[config.mk]
export PLATFORM = sky130hd
export DESIGN_NAME = ddr_out_serialiser
export DESIGN_NICKNAME = d
export VERILOG_FILES = /design/src/rtl/ddr_out_serialiser.sv
export SDC_FILE = /design/constraint.sdc
export NUM_CORES = 1
export LEC_CHECK = 0
export ABC_CLOCK_PERIOD_IN_PS = 1600
export BUFFER_PORTS_ARGS = -buffer_cell sky130_fd_sc_hd__buf_2
export CORE_ASPECT_RATIO = 1.25
export CORE_UTILIZATION = 45
export CTS_BUF_LIST = sky130_fd_sc_hd__clkbuf_8 sky130_fd_sc_hd__clkbuf_16
export CTS_CLUSTER_DIAMETER = 50
export DETAILED_ROUTE_END_ITERATION = 8
export GPL_ROUTABILITY_DRIVEN = 0
export PLACE_DENSITY = 0.73
export SYNTH_ARGS = -nofsm -noshare
export SYNTH_HDL_FRONTEND = slang
export SYNTH_SLANG_ARGS = --single-unit
[constraint.sdc]
create_clock -name clk -period 1.6 [get_ports clk]
set_clock_uncertainty 0.1 [all_clocks]
set_input_delay 0.32 -clock clk [delete_from_list [all_inputs] [get_ports clk]]
set_output_delay 0.32 -clock clk [all_outputs]
set_load 0.02 [all_outputs]
[src/rtl/ddr_out_serialiser.sv]
module ddr_out_serialiser #(
  parameter int W = 8,
  parameter bit ACTIVE_RISING = 1'b1
) (
  input  logic         clk,
  input  logic         rst,
  input  logic         en,
  input  logic [W-1:0] lo_word,
  input  logic [W-1:0] hi_word,
  input  logic [W-1:0] rst_val,
  output logic [W-1:0] dout
);

  logic         aclk;
  logic         rst_q;
  logic [W-1:0] pair_lo, pair_hi, nxt_lo, nxt_hi;
  logic [W-1:0] q_act, q_oth;

  assign aclk   = ACTIVE_RISING ? clk : ~clk;
  assign nxt_lo = rst ? rst_val : (en ? lo_word : pair_lo);
  assign nxt_hi = rst ? rst_val : (en ? hi_word : pair_hi);

  always_ff @(posedge aclk) begin
    rst_q   <= rst;
    pair_lo <= nxt_lo;
    pair_hi <= nxt_hi;
    q_act   <= rst ? rst_val : (nxt_lo ^ q_oth);
  end

  always_ff @(negedge aclk) begin
    q_oth <= rst_q ? '0 : (pair_hi ^ q_act);
  end

  assign dout = q_act ^ q_oth;


  first_slot_chk: assert property (@(negedge aclk) disable iff (rst_q !== 1'b0)
    dout == pair_lo);


  second_slot_chk: assert property (@(posedge aclk) disable iff ($isunknown(rst_q))
    dout == pair_hi);


  reset_value_chk: assert property (@(posedge aclk) disable iff ($isunknown(rst_q))
    rst_q |-> dout == $past(rst_val));


  hold_pair_chk: assert property (@(posedge aclk) disable iff (rst !== 1'b0)
    !en |=> ($stable(pair_lo) && $stable(pair_hi)));

endmodule

==> flow_metrics.tcl, run 1 <==
set metrics [dict create \
    p_per_area_nw_per_um2 1160 \
    cp-start-kind "flop" \
    rsz0062_at_grt "true" \
    drive_gt1_share_pct 53.3 \
    placeableCoreArea_sq_um 2970 \
    gr-total-overflow 0 \
    numPortBuffers 34 \
    root_buffer "clkbuf_8" \
    grt_use_total_pct 19.9 \
    final_common_cell "buf_2" \
    status "complete, but fails checks" \
    antenna_left 0 \
    num_rows 22 \
    critical_path_class "reg -> out" \
    timing.critical_path.cells "xor2_4, buf_6" \
    die_area_sq_um 3420 \
    min_path_type "in -> reg" \
    start_util_pct 48.2 \
    fin_ws_ns -0.607 \
    syn_area_per_cell_sq_um 10.5 \
    clk_pin_slew_ns 0.06 \
    cp-end-kind "output port" \
    path_max_fanout 2 \
    fin_cells 233 \
    first_iter_violations 20 \
    power.leakage_nw 0.971 \
    fillers 207 \
    grt_antenna_before_repair 0 \
    ys_ff_latch 33 \
    cp_slowest_stage_delay_ns 0.37 \
    die_x_um 52.5 \
    cts_max_path_buffers 2 \
    finish.utilization_pct 73.9 \
    cts_buffers 5 \
    dp_cells 215 \
    multi_input_area_sq_um 830 \
    cts_tree "done" \
    max_cap_viol_count 0 \
    syn_area_sq_um 1430 \
    mappedNetlistNets 164 \
    dp_hpwl_mm 2.27 \
    arrival_ns 1.79 \
    synth_cell_types 17 \
    hold_viol 0 \
    path_buf_inv 1 \
    peakVddDrop_v 0.000864 \
    h-tree-depth 2 \
    final_area_sq_um 2200 \
    path_delay_family "flip-flops" \
    clock_latency_ns 0.34 \
    grt_max_degree 24 \
    yosysTopAreaCellShare_pct 34.9 \
    maxSlewViolCount 0 \
    worst_ep_required_time_ns 1.18 \
    placement.cell_area_sq_um 1910 \
    final_nets 223 \
    final-setup-viol-count 16 \
    via_count 1112 \
    area.sequential_sq_um 774 \
    wl_per_cell_um 12.8 \
    grt_pass1_vias 1084 \
    grt_pass1_wl_mm 4.69 \
    avgViaCountPerCell 4.77 \
    synth_warnings 0 \
    dieHeight_um 65.1 \
    antennaDiodeCount 0 \
    relSlewSlack_pct 75.5 \
    ios 35 \
    synthesis.instances 137 \
    worst_slew_pin_slew_ns 0.367 \
    ys_seq_area_share_pct 51.7 \
    layout_common_cells "buf_2, inv_1, nand2_1, buf_6, dfxtp_1" \
    violations "setup timing" \
    cts.sinks 33 \
    cp_slowest_cell "dfxtp_4" \
    synthTopCellsByArea "dfxtp_1, edfxtp_1, mux2_4, mux2_2, xnor2_1" \
    yosys.area.top_type "dfxtp_1" \
    routed_wl_mm 2.98 \
    area_delta_synth_final_pct 53.2 \
    hold_ws_ns 0.177 \
    first_pass_iters 4 \
    remaining_drc_errors 0 \
]
flip-flops by register name, indices dropped and copies added (netlist names):
signal,count
pair_hi,8
pair_lo,8
q_act,8
q_oth,8
rst_q,1
path summary, 6_finish.rpt:
check / start / endpoint / slack [ns] / depth (start not counted)
worst max-delay path: q_oth[1]$_SDFF_NP0_ / dout[1] / -0.61 / 2
worst min-delay path: rst_val[1] / pair_lo[1]$_DFF_P_ / 0.18 / 2
worst max register to register: q_oth[2]$_SDFF_NP0_ / q_act[2]$_DFF_P_ / -0.16 / 3
worst min register to register: pair_lo[0]$_DFF_P_ / q_act[0]$_DFF_P_ / 0.50 / 2
final cells by class:
class	instances	share of cell area, %
Multi-Input combinational cell	89	37.8
Tap cell	36	2.05
Inverter	8	1.37
Clock buffer	7	4.38
Timing Repair Buffer	51	17.6
Clock inverter	9	1.59
Sequential cell	33	35.3
per-layer routing:
layer  part of all wire, %  wire (um)  up-vias  GRT usage, %
met5                     0          0        -             0
met4                   2.1         63        0          9.87
met3                   3.6        107        7          6.25
met2                    57       1710       25          36.6
met1                    37       1100      517          19.1
li1                      -          -      563             -
Yosys cell counts (all sizes together):
cell type   n
buf         4
clkbuf      2
dfxtp      25
edfxtp      8
inv         9
mux2       16
nand2      16
nand2b      8
nor2       16
o211ai      8
o21ai       8
or2         1
xnor2       8
xor2        8
logic make-up (layout without fill, tap and decap cells):
kind of cell    after synthesis  after routing  share of synthesized area, %
buf+inv                      15             75                          4.62
simple gates                 41             41                          12.3
mux                          16             16                          14.7
compound gates               16             16                          6.98
xor+xnor                     16             16                          9.77
flops                        33             33                          51.7
per-stage QoR:
stage	setup slack [ns]	TNS, ns	total power, mW
2_1_floorplan	-0.183	-1.54	1.50
3_3_place_gp	-0.291	-2.83	1.68
3_5_place_dp	-0.301	-3.06	1.71
4_1_cts	-0.617	-5.83	2.57
5_1_grt	-0.657	-6.43	2.70
6_report	-0.607	-5.73	2.56
what timing repair did:
action / CTS / global route
setup endpoints to repair: 20 / 21
resized for setup: 32 / 9
setup buffers: 4 / 1
pin swaps: 20 / 7
hold buffers: 0 / 0
where the power goes:
group / leakage (nW) / switching, mW / internal (mW)
combinational: 0.581 / 0.301 / 0.425
sequential: 0.297 / 0.108 / 0.980
clock: 0.0930 / 0.333 / 0.414
total: 0.971 / 0.741 / 1.82
(Power assumes the default switching activity.)
==> inputs of run 2 (changes only) <==
MAX_ROUTING_LAYER = met4   (was not set)
==> run 2 against run 1 <==
The run still ends with setup timing left. Non-clock buffer count is the same. Global-route usage increased by 0.52 points. Core utilization is the same. Critical path type unchanged. Sequential cell count unchanged. Via count is 0.27% higher. Critical endpoint is now dout[5]. Sequential power about the same. Critical path depth unchanged. Clock-buffer cell count is the same.
==> flow_metrics.tcl, run 2 (synthesized netlist as in run 1, its figures left out) <==
set metrics [dict create \
    grt_antenna_before_repair 0 \
    grt_pass1_wl_mm 4.69 \
    numPortBuffers 34 \
    area_delta_synth_final_pct 53.2 \
    final.setup.tns_ns -5.72 \
    p_seq_share_pct 42.5 \
    grt-busiest-layer "met2" \
    die_x_um 52.5 \
    relSlewSlack_pct 75.4 \
    root_buffer "clkbuf_8" \
    clk_pin_slew_ns 0.06 \
    cts_max_path_buffers 2 \
    hold_viol 0 \
    worst_slew_pin_slew_ns 0.368 \
    critical_path_class "reg -> out" \
    final-setup-viol-count 16 \
    final_area_sq_um 2200 \
    final_common_cell "buf_2" \
    maxSlewViolCount 0 \
    fillers 207 \
    peakVddDrop_v 0.000866 \
    antenna_left 0 \
    switching_power_mw 0.741 \
    first_pass_iters 4 \
    ios 35 \
    h-tree-depth 2 \
    min_path_type "in -> reg" \
    remaining_drc_errors 0 \
    arrival_ns 1.79 \
    gr-total-overflow 0 \
    dieHeight_um 65.1 \
    num_rows 22 \
    cp-start-kind "flop" \
    power_mw 2.56 \
    layout_common_cells "buf_2, inv_1, nand2_1, buf_6, dfxtp_1" \
    max_cap_viol_count 0 \
    fin_ws_ns -0.606 \
    grt_max_degree 24 \
    cts_buffers 5 \
    antennaDiodeCount 0 \
    p_clk_share_pct 29.2 \
    grt_use_total_pct 20.4 \
    via_count 1115 \
    p_sw_share_pct 28.9 \
    placement.cell_area_sq_um 1910 \
    status "complete, but fails checks" \
    clock_latency_ns 0.34 \
    cts.sinks 33 \
    worst_ep_required_time_ns 1.18 \
    placeableCoreArea_sq_um 2970 \
    wl_per_cell_um 12.8 \
    p_int_mw 1.82 \
    power_frac_comb_pct 28.3 \
    violations "setup timing" \
    avgViaCountPerCell 4.79 \
    area.sequential_sq_um 774 \
    cts.hold.buffers_added 0 \
    power.leakage_nw 0.971 \
    use_met1_pct 19.1 \
    fin_cells 233 \
    path_max_fanout 2 \
    first_iter_violations 24 \
    dp_hpwl_mm 2.27 \
    grtUsageMet2_pct 36.6 \
    drive_gt1_share_pct 53.3 \
    p_per_area_nw_per_um2 1160 \
    die_area_sq_um 3420 \
    rsz0062_at_grt "true" \
    routed_wl_mm 2.98 \
    grt_pass1_vias 1083 \
    cts_tree "done" \
    multi_input_area_sq_um 830 \
    cp-end-kind "output port" \
    dp_cells 215 \
    grt_use_met3_pct 6.25 \
    start_util_pct 48.2 \
    final_nets 223 \
]
## run 2: repair_timing
item	CTS	global route
pin swaps	20	7
setup buffers	4	1
gates resized for setup	32	9
cloned	0	0
setup endpoints to repair	20	21
## run 2: path summary, 6_finish.rpt
check | from | endpoint | slack [ns] | cells after the start
worst min-delay path | rst_val[1] | pair_lo[1]$_DFF_P_ | 0.18 | 2
worst min register to register | pair_lo[0]$_DFF_P_ | q_act[0]$_DFF_P_ | 0.50 | 2
worst max-delay path | q_oth[5]$_SDFF_NP0_ | dout[5] | -0.61 | 2
worst max register to register | q_oth[2]$_SDFF_NP0_ | q_act[2]$_DFF_P_ | -0.16 | 3
## run 2: cell type report
type                    instances  share of cell area (%)
flip-flops and latches         33                    35.3
repair buffers                 51                    17.6
clock buffers                   7                    4.38
multi-input cells              89                    37.8
clock inverters                 9                    1.59
inverters                       8                    1.37
well taps                      36                    2.05
## run 2: power groups by stage
stage,Combinational (mW),Clock (mW),Sequential (mW)
2_1_floorplan,0.363,0.0342,1.10
3_3_place_gp,0.559,0.0342,1.09
3_5_place_dp,0.580,0.0342,1.10
4_1_cts,0.713,0.768,1.08
5_1_grt,0.780,0.826,1.10
6_report,0.725,0.747,1.09
## run 2: critical path, cell delays in order (launching register included)
cell and delay [ns]:
dfxtp_4 0.37, xor2_4 0.15, buf_6 0.13
## run 2: routing by layer
layer | part of all wire (%) | routed length (um)
met3 | 3.6 | 107
met5 | 0 | 0
met4 | 2.3 | 69
met1 | 37 | 1090
met2 | 57 | 1710
## run 2: metrics by stage
stage / worst slack (ns) / hold slack, ns / util (%)
6_report: -0.606 / 0.178 / 73.9
5_1_grt: -0.657 / 0.168 / 73.9
4_1_cts: -0.617 / 0.168 / 72.8
3_5_place_dp: -0.301 / 0.468 / 64.4
3_3_place_gp: -0.291 / 0.461 / 64.4
2_1_floorplan: -0.183 / 0.248 / -
